`src/rtl/txerr_pkg.sv`:
```
package txerr_pkg;
  localparam int EVT_N  = 8;
  localparam int REG_W  = EVT_N + 1;
  localparam int ADDR_W = 2;

  // exception bit positions (software decodes these)
  localparam int EVT_CALPAR0   = 0;
  localparam int EVT_CALPAR1   = 1;
  localparam int EVT_BURST_BIG = 2;
  localparam int EVT_FIFO_OVF  = 3;
  localparam int EVT_DIP_ERR   = 4;
  localparam int EVT_SYNC_LOST = 5;
  localparam int EVT_FRM_ODD   = 6;
  localparam int EVT_FRM_LIMIT = 7;

  localparam logic [EVT_N-1:0] FATAL_DEFAULT =
    EVT_N'((1 << EVT_BURST_BIG) | (1 << EVT_FIFO_OVF) |
           (1 << EVT_SYNC_LOST) | (1 << EVT_FRM_LIMIT));

  typedef enum logic [ADDR_W-1:0] {
    ADDR_STATUS = 2'd0,
    ADDR_IRQEN  = 2'd1,
    ADDR_FATAL  = 2'd2,
    ADDR_SPARE  = 2'd3
  } regAddr_e;

  typedef struct packed {
    logic [EVT_N-1:0] clrBits;
    logic             irqEnWr;
    logic             fatalWr;
    logic [EVT_N-1:0] wrBits;
    logic             rearm;
  } ctrlStrobe_t;
endpackage

```
`src/rtl/txerr_ctrl.sv`:
```
module txerr_ctrl
  import txerr_pkg::*;
(
  input  logic              clk,
  input  logic              rstN,
  input  logic              regWrEn,
  input  logic [ADDR_W-1:0] regAddr,
  input  logic [EVT_N-1:0]  regWrData,
  input  logic              ifEnable,
  output ctrlStrobe_t       strobe
);
  logic enPrev;

  always_ff @(posedge clk or negedge rstN) begin
    if (!rstN) enPrev <= 1'b0;
    else       enPrev <= ifEnable;
  end

  always_comb begin
    strobe         = '0;
    strobe.wrBits  = regWrData;
    strobe.rearm   = ifEnable & ~enPrev;
    if (regWrEn) begin
      case (regAddr_e'(regAddr))
        ADDR_STATUS: strobe.clrBits = regWrData;
        ADDR_IRQEN:  strobe.irqEnWr = 1'b1;
        ADDR_FATAL:  strobe.fatalWr = 1'b1;
        default:     ;
      endcase
    end
  end
endmodule

```
`src/rtl/txerr_status.sv`:
```
module txerr_status
  import txerr_pkg::*;
#(
  parameter logic [EVT_N-1:0] FATAL_RST = FATAL_DEFAULT,
  parameter logic [EVT_N-1:0] IRQEN_RST = '0
) (
  input  logic              clk,
  input  logic              rstN,
  input  logic [EVT_N-1:0]  evtPulse,
  input  ctrlStrobe_t       strobe,
  input  logic [ADDR_W-1:0] regAddr,
  output logic [REG_W-1:0]  regRdData,
  output logic              irqOut,
  output logic              trainHold,
  output logic [REG_W-1:0]  statusVec,
  output logic [EVT_N-1:0]  irqMaskVec,
  output logic [EVT_N-1:0]  syncMaskVec
);
  logic [EVT_N-1:0] stickyQ;
  logic [EVT_N-1:0] irqEnQ;
  logic [EVT_N-1:0] fatalQ;
  logic             holdQ;
  logic             fatalHit;

  for (genvar g = 0; g < EVT_N; g++) begin : gSticky
    always_ff @(posedge clk or negedge rstN) begin
      if (!rstN) stickyQ[g] <= 1'b0;
      else       stickyQ[g] <= (stickyQ[g] & ~strobe.clrBits[g]) | evtPulse[g];
    end
  end

  always_ff @(posedge clk or negedge rstN) begin
    if (!rstN) begin
      irqEnQ <= IRQEN_RST;
      fatalQ <= FATAL_RST;
    end else begin
      if (strobe.irqEnWr) irqEnQ <= strobe.wrBits;
      if (strobe.fatalWr) fatalQ <= strobe.wrBits;
    end
  end

  assign fatalHit = |(evtPulse & fatalQ);

  // a new fatal event beats a re-enable in the same cycle
  always_ff @(posedge clk or negedge rstN) begin
    if (!rstN)             holdQ <= 1'b0;
    else if (fatalHit)     holdQ <= 1'b1;
    else if (strobe.rearm) holdQ <= 1'b0;
  end

  always_comb begin
    case (regAddr_e'(regAddr))
      ADDR_STATUS: regRdData = {holdQ, stickyQ};
      ADDR_IRQEN:  regRdData = {1'b0, irqEnQ};
      ADDR_FATAL:  regRdData = {1'b0, fatalQ};
      default:     regRdData = '0;
    endcase
  end

  assign irqOut      = |(stickyQ & irqEnQ);
  assign trainHold   = holdQ;
  assign statusVec   = {holdQ, stickyQ};
  assign irqMaskVec  = irqEnQ;
  assign syncMaskVec = fatalQ;
endmodule

```
`src/rtl/txerr_irq_ctrl.sv`:
```
module txerr_irq_ctrl
  import txerr_pkg::*;
#(
  parameter logic [EVT_N-1:0] FATAL_RST = FATAL_DEFAULT,
  parameter logic [EVT_N-1:0] IRQEN_RST = '0
) (
  input  logic              clk,
  input  logic              rstN,
  input  logic [EVT_N-1:0]  evtPulse,
  input  logic              ifEnable,
  input  logic              regWrEn,
  input  logic [ADDR_W-1:0] regAddr,
  input  logic [EVT_N-1:0]  regWrData,
  output logic [REG_W-1:0]  regRdData,
  output logic              irqOut,
  output logic              trainHold
);
  ctrlStrobe_t      strobe;
  logic [REG_W-1:0] statusVec;
  logic [EVT_N-1:0] irqMaskVec;
  logic [EVT_N-1:0] syncMaskVec;

  txerr_ctrl uCtrl (
    .clk       (clk),
    .rstN      (rstN),
    .regWrEn   (regWrEn),
    .regAddr   (regAddr),
    .regWrData (regWrData),
    .ifEnable  (ifEnable),
    .strobe    (strobe)
  );

  txerr_status #(
    .FATAL_RST (FATAL_RST),
    .IRQEN_RST (IRQEN_RST)
  ) uStatus (
    .clk         (clk),
    .rstN        (rstN),
    .evtPulse    (evtPulse),
    .strobe      (strobe),
    .regAddr     (regAddr),
    .regRdData   (regRdData),
    .irqOut      (irqOut),
    .trainHold   (trainHold),
    .statusVec   (statusVec),
    .irqMaskVec  (irqMaskVec),
    .syncMaskVec (syncMaskVec)
  );
endmodule

```
`config.mk`:
```
export PLATFORM = sky130hd
export DESIGN_NAME = txerr_irq_ctrl
export DESIGN_NICKNAME = d
export VERILOG_FILES = /design/src/rtl/txerr_pkg.sv /design/src/rtl/txerr_ctrl.sv /design/src/rtl/txerr_status.sv /design/src/rtl/txerr_irq_ctrl.sv
export SDC_FILE = /design/constraint.sdc
export NUM_CORES = 1
export LEC_CHECK = 0
export ABC_AREA = 0
export CAP_MARGIN = 20
export CORE_UTILIZATION = 47
export CTS_CLUSTER_SIZE = 12
export DETAILED_ROUTE_END_ITERATION = 10
export PLACE_DENSITY = 0.87
export SYNTH_ARGS = -nofsm -noshare
export SYNTH_HDL_FRONTEND = slang
export SYNTH_SLANG_ARGS = --single-unit
```
`constraint.sdc`:
```
create_clock -name clk -period 1.2 [get_ports clk]
set_input_delay 0.18 -clock clk [delete_from_list [all_inputs] [get_ports clk]]
set_output_delay 0.18 -clock clk [all_outputs]
set_load 0.005 [all_outputs]
```
Word level (Yosys, flattened, before mapping)
Cells that the tools add are included.
W data, S select, Z words.
- output and inout port bits: 11
- input port bits: 22
- logic and storage cells: 53
- register bits after elaboration: 26
- mux-type cells: 7
- eq/ne operators: 2
- bitwise operators: 28
- reduce and logical (&&, ||, !) cells: 4
- operator list (cell ; count):
    $pmux W9 S3 ; 1
    $and A8 B8 Y8 ; 2
    $reduce_or A8 Y1 ; 2
    $mux W10 ; 1
    $and A1 B1 Y1 ; 9
    $not A1 Y1 ; 9
    $mux W8 ; 1
    $or A1 B1 Y1 ; 8
    $mux W1 ; 4
    $eq A2 B1 Y1 const B ; 1
    $eq A2 B2 Y1 const B ; 1
    $logic_not A2 Y1 ; 1
    $reduce_bool A2 Y1 ; 1

Longest topological paths before layout
- depth in word-level cells: 6
- gate-level depth with buffers: 4
- mapped depth without buffers: 3

Hierarchy
Synthesis repeated with hierarchy kept, for this count alone.
- cells, all modules: 120
- area, all modules: 1425.1 um^2
- modules (own cells, without submodules) (module ; sequential area each (um^2) ; area each (um^2) ; cells an instance ; times used):
    txerr_status ; 630.6 ; 1213.7 ; 100 ; 1
    txerr_ctrl ; 25.0 ; 211.5 ; 20 ; 1

Least setup slack after synthesis
Ideal clock, no wire load.
- path type: input port to flip-flop
- start: in regAddr[1]
- end: reg uStatus.fatalQ[0] (netlist: uStatus.syncMaskVec[0])
- slack: 0.203 ns
- data required time: 1.075 ns
- cell stages on the path: 4
- buffers on the path: 1
- data arrival time: 0.872 ns
- library setup time: 0.125 ns
- path through: nor2b_1 buf_4 nand2_4 mux2_2
- word-level cells in the longest chain between the ends: 3
- RTL lines (item ; line ; text):
    start: declaration ; txerr_irq_ctrl.sv:12 ; input logic [ADDR_W-1:0] regAddr,
    $eq A2 B2 Y1 ; txerr_ctrl.sv:24 ; case (regAddr_e'(regAddr))
    $mux W1 ; txerr_ctrl.sv:24 ;
    $mux W10 ; txerr_ctrl.sv:23 ; if (regWrEn) begin
    end signal: assignment ; txerr_status.sv:38 ; if (strobe.fatalWr) fatalQ <= strobe.wrBits;
    end: declaration ; txerr_status.sv:21 ; logic [EVT_N-1:0] fatalQ;
Every way passes these cells.
A chain may end at the register's enable or synchronous reset.

Worst setup path in the final report
- start: reg uStatus.irqEnQ[1] (netlist: uStatus.irqMaskVec[1])
- end: out irqOut
- word-level cells in the longest chain between the ends: 2
- RTL lines (item ; line ; text):
    start: declaration ; txerr_status.sv:20 ; logic [EVT_N-1:0] irqEnQ;
    start signal: assignment ; txerr_status.sv:37 ; if (strobe.irqEnWr) irqEnQ <= strobe.wrBits;
    $and A8 B8 Y8 ; txerr_status.sv:60 ; assign irqOut = |(stickyQ & irqEnQ);
    $reduce_or A8 Y1 ; txerr_status.sv:60 ;
    end: declaration ; txerr_irq_ctrl.sv:15 ; output logic irqOut,
Every way passes these cells.

==> results.md <==
- Status: complete, but fails checks
- Violated checks: negative setup slack
- Post-synthesis average cell area: 12.17 um2
- Setup ws final: -0.2370 ns
- Arrival time of the worst setup path: 1.26 ns
- FF-to-FF End: uStatus.trainHold
- Via count: 1,104
- Worst Path Max Fanout: 2
- TritonCTS Buffers: 3
- Max cap viols: 0
- End-of-flow core utilization: 74.24%
- Final WL: 3336 um
- Synth top area cells: dfrtp_1 (45%), mux2_2 (14%), dfstp_2 (8.6%), mux2i_1 (6.5%), a21o_1 (4.9%)
- Grt ovf: 0
- Antenna viol nets, final: 0
- Sw Share: 26.84%
- Clk_skew: 0.005640 ns
- Sw Pwr: 0.5768 mW
- Cells after synthesis: 101
- Largest net degree at the start of global routing: 27
- Clock net sink count: 26
- Drt via density: 5.750
- P_leak: 0.8045 nW
- Reg2reg start: uStatus.syncMaskVec[1]
- N_diodes: 0
- Yosys warns: 0
- CP Capture Type: output pin
- Period utilisation layout: 119.7%
- Clock network power share: 20.8%
- Initial drt markers: 36
- Finished Layout Cells: 192
- CP startpoint kind: register
- Combinational power share: 28.1%
- Final worst path period need: 1.437 ns
- Seq/Total Area, Yosys: 53.36%
- Final Hold Violating Endpoints: 0
- Pins Over Slew Limit: 0
- GP Congestion: 0.8178
- Worst vdd ir: 0.8281 mV
- Crit path cell chain: a22oi_2 -> nand4_1 -> buf_2
- CTS tree: done
- Slowest-stage cell, CP: dfrtp_1
- R2R cell count: 3
- Yosys top cell by area: dfrtp_1
- Internal power: 1.572 mW
- Core Region: 2477 um2
- DRC Markers: 0
- Wire per inst: 17.38 um
- Post-synth top area share: 44.81%
- Synthesis-to-finish area growth: 49.69%
- CP peak stage delay: 0.43 ns
- CTS clk-pin slew, worst paths: 0.14 ns
- Worst-skew pair later-pin latency: 0.33 ns
- Share of power burned in registers: 51.1%
- Nets: 185
- Buffers on Ports: 32
- Die height: 53.13 um
- Initial Utilization: 49.60%
- First-pass GRT wire length: 5540 um
- Die width: 53.13 um
- Drt first pass iters: 4
- PwrDens: 1169 nW/um2
- Syn Nets: 123
- Max Root-Sink Buffers: 2
- Hold Buf Count CTS: 0
- Dpl hpwl: 2329 um
- Rel. slew slack: 78.28%
- GRT Total Usage: 28.34%
- H-tree depth: 1
- Placed cells: 180
- Flop2flop setup slack: 0.09 ns
- CP required: 1.02 ns
- Vias in the first global route: 1,134
- Die Area: 2823 um2
- # setup viols final: 10
- Site Rows: 18
- HP Class: in -> async
- Synth cell types: 19
- Seq cells post-synth: 26
- Initial antenna violation count: 0
- Mapped Area: 1229 um2
- Num ports: 33
- Share of cells above drive strength 1: 41.98%
- Critical path class: reg -> out
- Fmax: 695.9 MHz
- Unrepaired setup endpoints after global routing: true
- Root Driver: clkbuf_4
- Worst slew pin tran: 0.3258 ns
-- cells in the final DEF (no fill, tap or decap) --
cell type / instances
dfstp_2: 4
buf_6: 9
nor3b_2: 1
nand3b_1: 1
mux2_1: 1
clkbuf_8: 1
clkdlybuf4s50_1: 19
nand2b_1: 1
clkbuf_4: 3
a22oi_1: 5
o21ai_1: 8
buf_2: 10
buf_4: 18
nor2b_4: 1
a22oi_2: 2
nand2_4: 1
dlygate4sd2_1: 2
a21o_1: 8
a222oi_1: 1
mux2i_1: 8
dfrtp_1: 22
buf_12: 2
nand4_1: 2
mux2_2: 15
nor3b_4: 1
nand2_1: 16
-- cells in the mapped netlist --
master,instances
mux2_2,15
mux2_1,1
nand3b_1,1
a22oi_1,7
dfstp_2,4
a222oi_1,1
mux2i_1,8
buf_4,2
nand2b_1,1
buf_2,1
o21ai_0,8
nand4_1,2
nor3b_4,1
dfrtp_1,22
nor2b_1,1
nand2_1,16
nand2_4,1
nor3b_1,1
a21o_1,8
-- power by group through the flow --
stage | Combinational [mW] | Sequential (mW) | Clock [mW]
3_5_place_dp | 0.556 | 1.11 | 0
2_1_floorplan | 0.229 | 1.09 | 0
5_1_grt | 0.654 | 1.11 | 0.503
3_3_place_gp | 0.538 | 1.10 | 0
6_report | 0.604 | 1.10 | 0.446
4_1_cts | 0.592 | 1.09 | 0.454
-- how the worst max path moves through the flow --
stage                                      from                      to  slack, ns  depth (start not counted)
after floorplan                      regAddr[1]  uStatus.syncMaskVec[0]       0.20                          4
after detailed placement             regAddr[0]            regRdData[1]      -0.66                          5
after global routing      uStatus.irqMaskVec[1]            regRdData[1]      -0.32                          4
after global placement               regAddr[1]            regRdData[5]      -0.63                          6
after CTS                 uStatus.irqMaskVec[0]            regRdData[0]      -0.25                          4
final                     uStatus.irqMaskVec[1]                  irqOut      -0.24                          3
-- area by class of cell --
type / count / area (um2)
Multi-Input combinational cell: 72 / 575.6
Clock buffer: 4 / 36.28
Sequential cell: 26 / 655.6
Tap cell: 30 / 37.54
Fill cell: 172 / 638.1
Timing Repair Buffer: 60 / 534.3
-- cells by family (layout without fill, tap and decap cells) --
group / after synthesis / count (layout) / synth area share (%)
DFF: 26 / 26 / 53.36
AOI/OAI and AO/OA: 24 / 24 / 13.24
muxes: 24 / 24 / 21.18
and+or+nand+nor: 24 / 24 / 10.59
buffers and inverters: 3 / 64 / 1.629
-- layer usage --
metal	part of all wire [%]	global-route usage (%)	wire (um)	up-vias
met5	0	0	0	-
met4	1.4	8.333	46	0
met3	6.0	6.322	200	8
met2	54	49.58	1807	47
met1	38	34.50	1282	551
li1	-	-	-	498
-- sequential cells by signal, indices dropped and copies added (netlist names) --
name,flops
uCtrl.enPrev,1
uStatus.irqMaskVec,8
uStatus.statusVec,8
uStatus.syncMaskVec,8
uStatus.trainHold,1
-- per-stage QoR --
step	cell area, um2	hold WS (ns)	TNS [ns]	power [mW]	setup slack, ns
final	1839	0.1850	-1.403	2.149	-0.2370
after CTS	1826	0.1918	-1.368	2.137	-0.2471
after detailed placement	1742	0.4947	-14.12	1.664	-0.6625
after floorplan	1229	-0.1156	0	1.317	0.2031
after global routing	1839	0.1925	-2.171	2.267	-0.3245
after global placement	1742	0.4882	-13.51	1.637	-0.6297
-- worst max-delay path, delay by kind of cell, from the launching register on --
kind / cells / cell delay (ns)
AO/OA/AOI/OAI: 1 / 0.22
buffers and inverters: 1 / 0.15
flip-flops: 1 / 0.43
AND/OR/NAND/NOR: 1 / 0.14
-- timing repair --
action / 4_1_cts / 5_1_grt
pin swaps: 5 / 3
endpoints found under the setup margin: 19 / 12
buffers inserted: 8 / 0
hold endpoints to repair: 0 / 0
resized for setup: 65 / 3
Note: power is estimated with default switching activity, not from simulation.
